===== src/rtl/fan_pkg.sv =====
package fan_pkg;
  typedef enum logic [1:0] {
    CH_IDLE = 2'd0,
    CH_SPIN = 2'd1,
    CH_RUN  = 2'd2
  } ch_state_e;

  localparam logic [7:0] MODE_ADDR = 8'h75;
  localparam logic [7:0] CTRL_ADDR = 8'h40;
endpackage


===== src/rtl/fan_regs.sv =====
module fan_regs #(
  parameter int ADDR_W = 8,
  parameter int DATA_W = 8,
  parameter int NCH    = 3
) (
  input  logic              clk,
  input  logic              rst_n,
  input  logic              wr_en,
  input  logic [ADDR_W-1:0] addr,
  input  logic [DATA_W-1:0] wdata,
  output logic [DATA_W-1:0] rdata,
  output logic [NCH-1:0]    mode_q,
  output logic              start_q,
  output logic              lock_q,
  output logic [NCH-1:0]    eff_mode
);
  import fan_pkg::*;

  localparam logic [NCH-1:0] MODE_RST = {NCH{1'b1}};

  logic [NCH-1:0] mode_d;
  logic           start_d, lock_d;
  logic           hit_mode, hit_ctrl;

  assign hit_mode = (addr == ADDR_W'(MODE_ADDR));
  assign hit_ctrl = (addr == ADDR_W'(CTRL_ADDR));

  always_comb begin
    mode_d  = mode_q;
    start_d = start_q;
    lock_d  = lock_q;
    if (wr_en && hit_mode && !lock_q) mode_d = wdata[NCH-1:0];
    if (wr_en && hit_ctrl) begin
      start_d = wdata[0];
      lock_d  = lock_q | wdata[1];
    end
  end

  always_ff @(posedge clk or negedge rst_n) begin
    if (!rst_n) begin
      mode_q  <= MODE_RST;
      start_q <= 1'b0;
      lock_q  <= 1'b0;
    end else begin
      mode_q  <= mode_d;
      start_q <= start_d;
      lock_q  <= lock_d;
    end
  end

  always_comb begin
    rdata = '0;
    if (hit_mode)      rdata[NCH-1:0] = mode_q;
    else if (hit_ctrl) rdata[1:0]     = {lock_q, start_q};
  end

  assign eff_mode = start_q ? mode_q : MODE_RST;
endmodule


===== src/rtl/fan_channel.sv =====
module fan_channel #(
  parameter int          PWM_W     = 8,
  parameter int          TACH_W    = 16,
  parameter int          SUT_W     = 3,
  parameter int          PRESCALE  = 4,
  parameter logic [7:0]  SPIN_DUTY = 8'hFF
) (
  input  logic              clk,
  input  logic              rst_n,
  input  logic              start_req,
  input  logic              stop_req,
  input  logic              early_en,
  input  logic [PWM_W-1:0]  duty,
  input  logic [TACH_W-1:0] tach,
  input  logic [TACH_W-1:0] tach_lim,
  input  logic [SUT_W-1:0]  sut_code,
  output logic [PWM_W-1:0]  pwm,
  output logic              spinning,
  output logic              done_pulse,
  output logic              done_by_tach
);
  import fan_pkg::*;

  localparam int CNT_W = 2 ** SUT_W;
  localparam int PRE_W = (PRESCALE > 1) ? $clog2(PRESCALE) : 1;
  localparam logic [PRE_W-1:0] PRE_LAST = PRE_W'(PRESCALE - 1);

  ch_state_e        state_q, state_d;
  logic [CNT_W-1:0] cnt_q, cnt_d, limit;
  logic [PRE_W-1:0] pre_q, pre_d;
  logic             done_d, flag_d;
  logic             tach_hit, time_hit;

  assign limit    = CNT_W'(1) << sut_code;
  assign tach_hit = early_en && (tach > tach_lim);
  assign time_hit = (cnt_q >= limit);

  always_comb begin
    state_d = state_q;
    cnt_d   = cnt_q;
    pre_d   = pre_q;
    done_d  = 1'b0;
    flag_d  = done_by_tach;
    case (state_q)
      CH_IDLE: begin
        if (start_req && !stop_req) begin
          state_d = CH_SPIN;
          cnt_d   = '0;
          pre_d   = '0;
        end
      end
      CH_SPIN: begin
        if (stop_req) begin
          state_d = CH_IDLE;
        end else if (tach_hit) begin
          state_d = CH_RUN;
          done_d  = 1'b1;
          flag_d  = 1'b1;
        end else if (time_hit) begin
          state_d = CH_RUN;
          done_d  = 1'b1;
          flag_d  = 1'b0;
        end else if (pre_q == PRE_LAST) begin
          pre_d = '0;
          cnt_d = cnt_q + CNT_W'(1);
        end else begin
          pre_d = pre_q + PRE_W'(1);
        end
      end
      CH_RUN: begin
        if (stop_req) state_d = CH_IDLE;
      end
      default: state_d = CH_IDLE;
    endcase
  end

  always_ff @(posedge clk or negedge rst_n) begin
    if (!rst_n) begin
      state_q      <= CH_IDLE;
      cnt_q        <= '0;
      pre_q        <= '0;
      done_pulse   <= 1'b0;
      done_by_tach <= 1'b0;
    end else begin
      state_q      <= state_d;
      cnt_q        <= cnt_d;
      pre_q        <= pre_d;
      done_pulse   <= done_d;
      done_by_tach <= flag_d;
    end
  end

  always_comb begin
    case (state_q)
      CH_SPIN: pwm = PWM_W'(SPIN_DUTY);
      CH_RUN:  pwm = duty;
      default: pwm = '0;
    endcase
  end

  assign spinning = (state_q == CH_SPIN);
endmodule


===== src/rtl/fan_spinup_ctrl.sv =====
module fan_spinup_ctrl #(
  parameter int         NCH       = 3,
  parameter int         PWM_W     = 8,
  parameter int         TACH_W    = 16,
  parameter int         SUT_W     = 3,
  parameter int         PRESCALE  = 4,
  parameter logic [7:0] SPIN_DUTY = 8'hFF
) (
  input  logic                  clk,
  input  logic                  rst_n,
  input  logic                  reg_wr,
  input  logic [7:0]            reg_addr,
  input  logic [7:0]            reg_wdata,
  output logic [7:0]            reg_rdata,
  input  logic [NCH-1:0]        start_req,
  input  logic [NCH-1:0]        stop_req,
  input  logic [NCH*PWM_W-1:0]  duty_in,
  input  logic [NCH*TACH_W-1:0] tach_val,
  input  logic [NCH*TACH_W-1:0] tach_min,
  input  logic [NCH*SUT_W-1:0]  spin_code,
  output logic [NCH*PWM_W-1:0]  pwm_out,
  output logic [NCH-1:0]        spinning,
  output logic [NCH-1:0]        done_pulse,
  output logic [NCH-1:0]        done_by_tach
);
  logic [1:0]     rst_sync;
  logic           rst_sync_n;
  logic [NCH-1:0] mode_q, eff_mode;
  logic           start_q, lock_q;

  always_ff @(posedge clk or negedge rst_n) begin
    if (!rst_n) rst_sync <= 2'b00;
    else        rst_sync <= {rst_sync[0], 1'b1};
  end
  assign rst_sync_n = rst_sync[1];

  fan_regs #(.ADDR_W(8), .DATA_W(8), .NCH(NCH)) u_regs (
    .clk     (clk),
    .rst_n   (rst_sync_n),
    .wr_en   (reg_wr),
    .addr    (reg_addr),
    .wdata   (reg_wdata),
    .rdata   (reg_rdata),
    .mode_q  (mode_q),
    .start_q (start_q),
    .lock_q  (lock_q),
    .eff_mode(eff_mode)
  );

  for (genvar i = 0; i < NCH; i++) begin : g_ch
    fan_channel #(
      .PWM_W(PWM_W), .TACH_W(TACH_W), .SUT_W(SUT_W),
      .PRESCALE(PRESCALE), .SPIN_DUTY(SPIN_DUTY)
    ) u_ch (
      .clk         (clk),
      .rst_n       (rst_sync_n),
      .start_req   (start_req[i]),
      .stop_req    (stop_req[i]),
      .early_en    (eff_mode[i]),
      .duty        (duty_in[i*PWM_W +: PWM_W]),
      .tach        (tach_val[i*TACH_W +: TACH_W]),
      .tach_lim    (tach_min[i*TACH_W +: TACH_W]),
      .sut_code    (spin_code[i*SUT_W +: SUT_W]),
      .pwm         (pwm_out[i*PWM_W +: PWM_W]),
      .spinning    (spinning[i]),
      .done_pulse  (done_pulse[i]),
      .done_by_tach(done_by_tach[i])
    );
  end
endmodule


===== config.mk =====
export PLATFORM = sky130hd
export DESIGN_NAME = fan_spinup_ctrl
export DESIGN_NICKNAME = d
export VERILOG_FILES = /design/src/rtl/fan_pkg.sv /design/src/rtl/fan_regs.sv /design/src/rtl/fan_channel.sv /design/src/rtl/fan_spinup_ctrl.sv
export SDC_FILE = /design/constraint.sdc
export NUM_CORES = 1
export LEC_CHECK = 0
export ABC_AREA = 1
export BUFFER_PORTS_ARGS = -buffer_cell sky130_fd_sc_hd__clkbuf_2
export CELL_PAD_IN_SITES_DETAIL_PLACEMENT = 0
export CELL_PAD_IN_SITES_GLOBAL_PLACEMENT = 2
export CORE_ASPECT_RATIO = 1.1
export CORE_MARGIN = 2
export CORE_UTILIZATION = 29
export CTS_BUF_LIST = sky130_fd_sc_hd__clkbuf_2 sky130_fd_sc_hd__clkbuf_4 sky130_fd_sc_hd__clkbuf_8
export CTS_CLUSTER_DIAMETER = 80
export CTS_CLUSTER_SIZE = 25
export DETAILED_ROUTE_END_ITERATION = 6
export GPL_TIMING_DRIVEN = 0
export PLACE_DENSITY_LB_ADDON = 0.1
export SYNTH_ARGS = -nofsm -noshare
export SYNTH_HDL_FRONTEND = slang
export SYNTH_SLANG_ARGS = --single-unit

===== constraint.sdc =====
create_clock -name clk -period 2.2 [get_ports clk]
set_input_delay 0.22 -clock clk [delete_from_list [all_inputs] [get_ports clk]]
set_output_delay 0.22 -clock clk [all_outputs]
set_load 0.1 [all_outputs]

==> metrics.cfg, run 1 <==
[place]
io_buffers = 184
place_hpwl_mm = 11.5
placed_area_um2 = 6560
gp_congestion = 0.725

[pwr]
power.internal_uw = 3270
sw_frac_of_total = 0.629
p_per_area_nw_per_um2 = 1270
leakage_uw = 0.00399
clockPowerShare = 0.067
pwr-share-comb = 0.790
ir_drop_mv = 1.45
seqPwrFrac = 0.144
p_sw_uw = 5540

[min_path]
hold_path.class = primary input to register

[grt]
grt_max_degree = 30
grt_pass1_vias = 5296
grt.overflow.total = 0
antenna_found_initial = 0
grt.total_usage = 0.146
grt_pass1_wl_mm = 23.9

[cts]
clock_path_buffers = 2
cts_max_level = 2
cts.sinks = 49
clock_latency_ns = 0.33
clockRootBuffer = clkbuf_8
cts_tree = done
cts_made_buffers = 5
clkTransAtPathRegs_ns = 0.11

[detailed_routing]
route.detailed.drc = 0
wl_per_cell_um = 11.4
first_iter_violations = 91
routed_via_density = 4.42
first_pass_iters = 4
wl_mm = 14.0
antenna_left = 0
num_vias = 5417

[timing]
slew_viol_final = 0
tns_ns = 0
relSlewSlack = 0.611
setup_viol = 0
finalHoldViolCount = 0
fin_skew_ns = 0.0174
max_freq_mhz = 482
worst_pin_slew_ns = 0.579
grt_setup_unrepaired = false
fin_crit_ns = 2.07
finalCritPeriodShare = 0.943

[yosys]
seq_area_frac_synth = 0.233
ys_seq_elements = 49
synthSimpleGateAreaFrac = 0.320
syn_inst = 791
muxShareOfSynthArea = 0.00214
synthesis.area_um2 = 5270
synth_top_family_by_area = simple AND/OR/NAND/NOR gates
synth_compound_area_frac = 0.103
ys_warn_count = 0
syn_avg_cell_area_um2 = 6.67
synthXorXnorAreaFrac = 0.00166
synth_cell_types = 35
synthAdderAreaFrac = 0.206

[setup_path]
end_kind = primary output
arrival_ns = 1.85
cp_max_fo = 10
critPathRequiredTime_ns = 1.98
path_class = register to primary output
startpoint_type = register

[cells_and_area]
final_nets = 1227
n_antenna_cell = 0
layout-drive-gt1-share = 0.274
areaGrowthSynthToFinish_pct = 31.7
layout_common_cells = nand2_1, clkbuf_2, inv_1, ha_1, a21oi_1
final_common_cell = nand2_1
finish.instance_area_um2 = 6950

[status]
outcome = completed

[floorplanning]
io-pin-count = 195
die_x_um = 133
core-area_um2 = 17700
fp-row-count = 51
start_util = 0.297
dieArea_um2 = 19300
die_h_um = 145

[job]
cap_violations = 0

[worst paths after layout]
| check | cells past startpoint | startpoint | slack (ns) | end |
|---|---|---|---|---|
| setup / recovery | 7 | g_ch[0].u_ch.state_q[1] | 0.13 | pwm_out[4] |
| hold / removal | 2 | reg_wdata[2] | 0.1 | u_regs.mode_q[2] |
| setup reg to reg | 9 | g_ch[0].u_ch.cnt_q[5] | 0.16 | g_ch[0].u_ch.cnt_q[7] |
| hold reg to reg | 0 | rst_sync[1] | 0.21 | g_ch[2].u_ch.cnt_q[6] |
| max in group asynchronous | 1 | rst_sync[1] | 1.39 | u_regs.mode_q[1] |
| min in group asynchronous | 0 | rst_sync[1] | 0.21 | g_ch[2].u_ch.cnt_q[6] |
[layer usage]
layer	routed length (µm)	vias to the layer above	track usage
li1	-	2948	-
met5	0	-	0
met3	534	11	0.0209
met4	162	0	0.0360
met1	6360	2362	0.184
met2	6940	96	0.262
[flip-flops by register name (all words and copies together), names as in the netlist, 2 cells and up]
name / cells
u_regs.mode_q: 3
g_ch.u_ch.state_q: 6
rst_sync: 2
g_ch.u_ch.pre_q: 6
g_ch.u_ch.cnt_q: 24
g_ch.u_ch.done_pulse: 3
g_ch.u_ch.done_by_tach: 3
[final cells by class]
cell class              count  area (µm²)
multi-input cells         582        3450
clock inverters             2        16.3
clock buffers               6        76.3
well taps                 238         298
plain buffers              28         211
repair buffers            187        1170
fillers                  1954       10800
flip-flops and latches     49        1230
inverters                 133         499
[repair_timing]
item                                    CTS  global route
endpoints found under the setup margin   24            40
hold buffers                              1             0
resized for setup                        52            25
pin swaps                                 0             1
endpoints found under the hold margin     2             0
buffers inserted                          0             1
gates cloned                              0             0
[synth_stat cells]
| library cell | n | area, µm² |
|---|---|---|
| inv_1 | 113 | 424 |
| o21ai_0 | 10 | 50.1 |
| nor2_4 | 4 | 45.0 |
| nor3_1 | 16 | 80.1 |
| xor2_1 | 1 | 8.76 |
| o21ai_2 | 1 | 8.76 |
| mux2_1 | 1 | 11.3 |
| a21boi_1 | 1 | 7.51 |
| nand3_4 | 1 | 17.5 |
| nand2_1 | 220 | 826 |
| and3_1 | 2 | 12.5 |
| conb_1 | 2 | 7.51 |
| a21oi_1 | 70 | 350 |
| o21ai_1 | 13 | 65.1 |
| inv_2 | 16 | 60.1 |
| buf_2 | 6 | 30.0 |
| ha_1 | 87 | 1090 |
| nor4_1 | 1 | 6.26 |
| nand4_1 | 37 | 231 |
| nor2_2 | 2 | 12.5 |
| a22o_1 | 1 | 8.76 |
| nor3b_1 | 1 | 7.51 |
| dfstp_2 | 3 | 78.8 |
| buf_4 | 18 | 135 |
| o21a_1 | 3 | 22.5 |
| nand3_2 | 2 | 20.0 |
| dfrtp_1 | 46 | 1150 |
| buf_6 | 1 | 11.3 |
| a21oi_2 | 1 | 8.76 |
| nor2_1 | 51 | 191 |
| a21o_1 | 3 | 22.5 |
| nand3_1 | 47 | 235 |
| clkbuf_1 | 3 | 11.3 |
| buf_1 | 3 | 11.3 |
| clkinv_1 | 4 | 15.0 |
[through the flow]
step                      hold slack, ns  worst slack, ns   util  power (µW)  std cells
final                             0.0955            0.126  0.392        8810       1225
after global routing              0.0998          0.00284  0.392        9410       1225
after CTS                         0.0837          0.00295  0.388        8680       1227
after detailed placement          0.0186          -0.0263  0.370        7530       1218
after global placement            0.0205          -0.0670  0.369        7550       1217
after floorplan                  -0.0756           -0.585      -        6410        795
[cell families (layout without fill, tap and decap cells)]
family                   after synthesis  count (layout)
AO/OA/AOI/OAI                        103             103
XOR/XNOR                               1               1
adder cells (fa/ha/maj)               87              87
buffers and inverters                164             356
flip-flops                            49              49
multiplexers                           1               1
other                                  2               6
AND/OR/NAND/NOR                      384             384
[power groups by stage]
stage / clock, µW / combinational (µW) / sequential, µW
CTS: 621 / 6790 / 1270
global route: 659 / 7460 / 1300
finish: 587 / 6960 / 1260
detailed placement: 0 / 6250 / 1280
global placement: 0 / 6260 / 1290
floorplan: 0 / 5180 / 1230
[worst max-delay path, cell delays in order, from the launching register on]
cell	delay [ns]
dfrtp_1	0.40
inv_1	0.08
ha_2	0.19
buf_6	0.14
inv_2	0.08
buf_4	0.19
a21oi_1	0.18
clkbuf_8	0.27
No activity file was read; power rests on OpenSTA's default activity.
==> inputs of run 2 (changes only) <==
RECOVER_POWER = 25   (was unset)
==> metrics.cfg, run 2 (synthesis results as in run 1) <==
[status]
outcome = completed  ; unchanged

[timing]
fin_crit_ns = 2.07  ; about the same
max_freq_mhz = 482  ; about the same
finalCritPeriodShare = 0.943  ; about the same
finalHoldViolCount = 0  ; unchanged
grt_setup_unrepaired = false  ; unchanged
relSlewSlack = 0.464  ; was 0.611
tns_ns = 0  ; unchanged
setup_ws_ns = 0.125  ; was 0.126 ns
fin_skew_ns = 0.0178  ; was 0.0174 ns
holdWs_ns = 0.0953  ; was 0.0955 ns
slew_viol_final = 0  ; unchanged
setup_viol = 0  ; unchanged
worst_pin_slew_ns = 0.804  ; was 0.579 ns

[setup_path]
end_kind = primary output  ; unchanged
startpoint_type = register  ; unchanged
critPathRequiredTime_ns = 1.98  ; about the same
path_class = register to primary output  ; unchanged
cp_max_fo = 10  ; unchanged
arrival_ns = 1.85  ; about the same

[floorplanning]
die_h_um = 145  ; unchanged
fp-row-count = 51  ; unchanged
die_x_um = 133  ; unchanged
start_util = 0.297  ; unchanged
dieArea_um2 = 19300  ; unchanged
io-pin-count = 195  ; unchanged
core-area_um2 = 17700  ; unchanged

[cts]
clock_latency_ns = 0.33  ; about the same
clkTransAtPathRegs_ns = 0.11  ; about the same
cts_max_level = 2  ; unchanged
clock_path_buffers = 2  ; unchanged
cts_tree = done  ; unchanged
cts.sinks = 49  ; unchanged
clockRootBuffer = clkbuf_8  ; unchanged
cts_made_buffers = 5  ; unchanged

[pwr]
total_power_uw = 8800  ; was 8810 µW
leakage_uw = 0.00398  ; was 0.00399 µW
p_per_area_nw_per_um2 = 1270  ; about the same
ir_drop_mv = 1.45  ; about the same

[cells_and_area]
n_antenna_cell = 0  ; unchanged
top_regs = g_ch.u_ch.cnt_q (24), g_ch.u_ch.pre_q (6), g_ch.u_ch.state_q (6)  ; unchanged
final_nets = 1227  ; unchanged
largest_reg_flops = 24  ; unchanged
layout_common_cells = nand2_1, clkbuf_2, inv_1, ha_1, a21oi_1  ; unchanged
layout-drive-gt1-share = 0.272  ; was 0.274
final_common_cell = nand2_1  ; unchanged
largest_register = g_ch.u_ch.cnt_q  ; unchanged
areaGrowthSynthToFinish_pct = 31.4  ; was 31.7%
final_cells = 1225  ; unchanged

[detailed_routing]
num_vias = 5404  ; was 5417
first_iter_violations = 98  ; was 91
wl_per_cell_um = 11.4  ; about the same
first_pass_iters = 4  ; unchanged
routed_via_density = 4.41  ; was 4.42
route.detailed.drc = 0  ; unchanged
wl_mm = 14.0  ; about the same
antenna_left = 0  ; unchanged

[place]
place_hpwl_mm = 11.5  ; unchanged
dp.cells = 1218  ; unchanged
gp_congestion = 0.725  ; unchanged
dp_slack_ns = -0.0263  ; unchanged
io_buffers = 184  ; unchanged

[grt]
grt_max_degree = 30  ; unchanged
grt_pass1_vias = 5296  ; unchanged
grt_pass1_wl_mm = 23.9  ; unchanged
grt.total_usage = 0.146  ; unchanged
grt.overflow.total = 0  ; unchanged
antenna_found_initial = 0  ; unchanged

[min_path]
hold_path.class = primary input to register  ; unchanged

[job]
cap_violations = 0  ; unchanged

run 2: metal layers:
metal | vias up | track usage | routed length, µm | part of all wire
met1 | 2349 | 0.184 | 6370 | 0.46
li1 | 2947 | - | - | -
met5 | - | 0 | 0 | 0
met2 | 97 | 0.262 | 6900 | 0.49
met3 | 11 | 0.0209 | 539 | 0.039
met4 | 0 | 0.0360 | 161 | 0.012
run 2: path summary, 6_finish.rpt:
path,start,end,slack (ns),cells after the start
max in group asynchronous,rst_sync[1],g_ch[0].u_ch.pre_q[0],0.61,1
min in group asynchronous,rst_n,rst_sync[1],0.22,2
worst max register to register,g_ch[0].u_ch.cnt_q[5],g_ch[0].u_ch.cnt_q[7],0.16,9
worst max-delay path,g_ch[0].u_ch.state_q[1],pwm_out[5],0.13,7
worst min-delay path,reg_wdata[2],u_regs.mode_q[2],0.1,2
worst min register to register,rst_sync[1],g_ch[2].u_ch.cnt_q[6],0.32,0
run 2: final cells by class:
| type | instances | area [µm²] |
|---|---|---|
| Buffer | 28 | 211 |
| Timing Repair Buffer | 187 | 1150 |
| Multi-Input combinational cell | 582 | 3450 |
| Inverter | 133 | 499 |
| Tap cell | 238 | 298 |
| Clock inverter | 2 | 16.3 |
| Sequential cell | 49 | 1230 |
| Clock buffer | 6 | 76.3 |
| Fill cell | 1958 | 10800 |
run 2: where the power goes:
group | internal, µW | switching [µW] | leakage (µW)
Clock | 240 | 348 | 0.0000448
Sequential | 1090 | 173 | 0.000643
Combinational | 1930 | 5020 | 0.00329
Total | 3260 | 5540 | 0.00398
run 2: worst max-delay path, stage by stage, from the launching register on:
cell and delay [ns]:
dfrtp_1 0.40, inv_1 0.08, ha_2 0.19, buf_6 0.14, inv_2 0.08, buf_4 0.19
a21oi_1 0.18, clkbuf_8 0.27
run 2: repair_timing:
action,in CTS,in global routing
setup buffers,0,1
hold endpoints to repair,2,0
hold buffers,1,0
pin swaps,0,1
gates cloned,0,0
setup endpoints to repair,24,40
resized for setup,52,25
run 2: stage by stage:
step / area, µm² / utilization
CTS: 6880 / 0.388
global route: 6930 / 0.391
global placement: 6540 / 0.369
finish: 6930 / 0.391
floorplan: 5320 / -
detailed placement: 6560 / 0.370
==> inputs of run 3 (changes only) <==
CORE_ASPECT_RATIO = 1.25   (was 1.1)
SLEW_MARGIN = 10   (was unset)
==> metrics.cfg, run 3 (synthesis results as in run 1) <==
[setup_path]
end_kind = primary output  ; unchanged
startpoint_type = register  ; unchanged
cp_max_fo = 10  ; unchanged
worstPathCellList = inv_1, ha_1, buf_6, inv_2, buf_4, a21oi_2, clkbuf_8  ; was inv_1, ha_2, buf_6, inv_2, buf_4, a21oi_1, clkbuf_8
regToRegStartpoint = g_ch[2].u_ch.cnt_q[5]  ; was g_ch[0].u_ch.cnt_q[5]
r2r_end = g_ch[2].u_ch.cnt_q[4]  ; was g_ch[0].u_ch.cnt_q[7]
r2r_cells = 9  ; unchanged
path_class = register to primary output  ; unchanged
cpPeakStageDelay_ns = 0.42  ; was 0.40 ns
critPathRequiredTime_ns = 1.98  ; about the same
cp_slowest_cell = dfrtp_1  ; unchanged
reg2reg_slack_ns = 0.21  ; was 0.16 ns
arrival_ns = 1.88  ; was 1.85 ns

[cells_and_area]
layout_common_cells = nand2_1, clkbuf_2, inv_1, ha_1, a21oi_1  ; unchanged
nFillCells = 1995  ; was 1958
layout-drive-gt1-share = 0.274  ; was 0.272
final_core_util = 0.385  ; was 0.391
n_antenna_cell = 0  ; unchanged
regArea_um2 = 1230  ; unchanged
areaGrowthSynthToFinish_pct = 31.0  ; was 31.4%
final_common_cell = nand2_1  ; unchanged
top_regs = g_ch.u_ch.cnt_q (24), g_ch.u_ch.pre_q (6), g_ch.u_ch.state_q (6)  ; unchanged
largest_reg_flops = 24  ; unchanged
multiInputGateArea_um2 = 3460  ; was 3450 µm²
final_cells = 1215  ; was 1225
largest_register = g_ch.u_ch.cnt_q  ; unchanged
finish.instance_area_um2 = 6910  ; was 6930 µm²
final_nets = 1227  ; unchanged

[pwr]
leakage_uw = 0.00398  ; about the same
ir_drop_mv = 0.850  ; was 1.45 mV
power.internal_uw = 3220  ; was 3260 µW
clockPowerShare = 0.063  ; was 0.067
seqPwrFrac = 0.144  ; was 0.143
p_sw_uw = 5530  ; was 5540 µW
pwr-share-comb = 0.793  ; was 0.790
p_per_area_nw_per_um2 = 1270  ; about the same
sw_frac_of_total = 0.632  ; was 0.629

[cts]
clock_path_buffers = 2  ; unchanged
cts_made_buffers = 5  ; unchanged
cts.sinks = 49  ; unchanged
clockRootBuffer = clkbuf_8  ; unchanged
clkTransAtPathRegs_ns = 0.10  ; was 0.11 ns
clock_latency_ns = 0.31  ; was 0.33 ns
cts_tree = done  ; unchanged
cts_max_level = 2  ; unchanged

[floorplanning]
die_x_um = 125  ; was 133 µm
die_h_um = 155  ; was 145 µm
io-pin-count = 195  ; unchanged
dieArea_um2 = 19300  ; about the same
start_util = 0.294  ; was 0.297
fp-row-count = 55  ; was 51
core-area_um2 = 18000  ; was 17700 µm²

[timing]
setup_viol = 0  ; unchanged
relSlewSlack = 0.470  ; was 0.464
fin_crit_ns = 2.10  ; was 2.07 ns
finalHoldViolCount = 0  ; unchanged
slew_viol_final = 0  ; unchanged
setup_ws_ns = 0.0977  ; was 0.125 ns
worst_pin_slew_ns = 0.796  ; was 0.804 ns
finalCritPeriodShare = 0.956  ; was 0.943
max_freq_mhz = 476  ; was 482 MHz
tns_ns = 0  ; unchanged
fin_skew_ns = 0.00895  ; was 0.0178 ns

[grt]
grtUsageMet2 = 0.284  ; was 0.262
grt_pass1_vias = 5262  ; was 5296
grt.total_usage = 0.149  ; was 0.146
grt_max_degree = 31  ; was 30
grt_pass1_wl_mm = 24.0  ; was 23.9 mm
grt.overflow.total = 0  ; unchanged
use_met1 = 0.176  ; was 0.184
busiest_layer = met2  ; unchanged
groute.layer.met3.usage = 0.0194  ; was 0.0209
antenna_found_initial = 1  ; was 0

[place]
io_buffers = 184  ; unchanged
place_hpwl_mm = 12.3  ; was 11.5 mm
gp_congestion = 0.743  ; was 0.725
dp_slack_ns = -0.0824  ; was -0.0263 ns
placed_area_um2 = 6550  ; was 6560 µm²
dp.cells = 1208  ; was 1218

[min_path]
whs_path_depth = 3  ; was 2
holdPathEnd = u_regs.mode_q[0]  ; was u_regs.mode_q[2]
hold_path.class = primary input to register  ; unchanged
hp-start = reg_wdata[0]  ; was reg_wdata[2]

[detailed_routing]
first_iter_violations = 165  ; was 98
route.detailed.drc = 0  ; unchanged
wl_mm = 14.5  ; was 14.0 mm
antenna_left = 0  ; unchanged
first_pass_iters = 4  ; unchanged
routed_via_density = 4.49  ; was 4.41
num_vias = 5460  ; was 5404
wl_per_cell_um = 11.9  ; was 11.4 µm

[job]
cap_violations = 0  ; unchanged

[status]
outcome = completed  ; unchanged

## run 3: cell count changes in the layout (fill, tap and decap cells not counted), moves of 2 or more
cell | previous run | this run
a21oi_2 | 14 | 16
buf_8 | 2 | 0
clkinv_2 | 0 | 2
a21oi_1 | 57 | 55
buf_4 | 18 | 20
buf_6 | 6 | 8
## run 3: final cells by class
cell class,instances,share of cell area
plain buffers,28,0.0304
clock buffers,5,0.00996
inverters,133,0.0722
multi-input cells,582,0.501
repair buffers,187,0.165
clock inverters,3,0.00253
flip-flops and latches,49,0.178
well taps,228,0.0413
## run 3: worst max path at each step
stage                       end                     from  slack, ns
floorplan           pwm_out[10]  g_ch[1].u_ch.state_q[1]      -0.58
detailed placement   pwm_out[9]  g_ch[1].u_ch.state_q[1]      -0.08
CTS                 pwm_out[16]  g_ch[2].u_ch.state_q[1]     0.0005
global route         pwm_out[5]  g_ch[0].u_ch.state_q[0]      -0.05
global placement    pwm_out[11]  g_ch[1].u_ch.state_q[1]      -0.10
finish               pwm_out[5]  g_ch[0].u_ch.state_q[1]        0.1
## run 3: critical path: cells and delay by family, from the launching register on
kind	cells	cell delay, ns
buffers and inverters	5	0.78
AO/OA/AOI/OAI	1	0.18
flip-flops	1	0.42
adder cells (fa/ha/maj)	1	0.18
## run 3: metrics by stage
step / hold WS (ns) / power (µW)
after floorplan: -0.0756 / 6410
after global placement: 0.00722 / 7580
after detailed placement: 0.0138 / 7560
after CTS: 0.107 / 8600
after global routing: 0.107 / 9350
final: 0.113 / 8760
## run 3: what timing repair did
item | 4_1_cts | 5_1_grt
buffers inserted | 0 | 1
hold buffers | 1 | 0
hold endpoints to repair | 2 | 0
endpoints found under the setup margin | 24 | 50
pin swaps | 0 | 1
gates resized for setup | 48 | 32
## run 3: power groups by stage
stage	Clock [µW]	Combinational [µW]	Sequential, µW
6_report	553	6940	1260
5_1_grt	627	7430	1290
4_1_cts	584	6760	1260
3_5_place_dp	0	6290	1270
3_3_place_gp	0	6290	1290
2_1_floorplan	0	5180	1230
## run 3: routing by layer
layer,vias up,part of all wire
li1,2939,-
met1,2415,0.42
met2,93,0.53
met3,11,0.037
met4,2,0.013
met5,-,0.00090
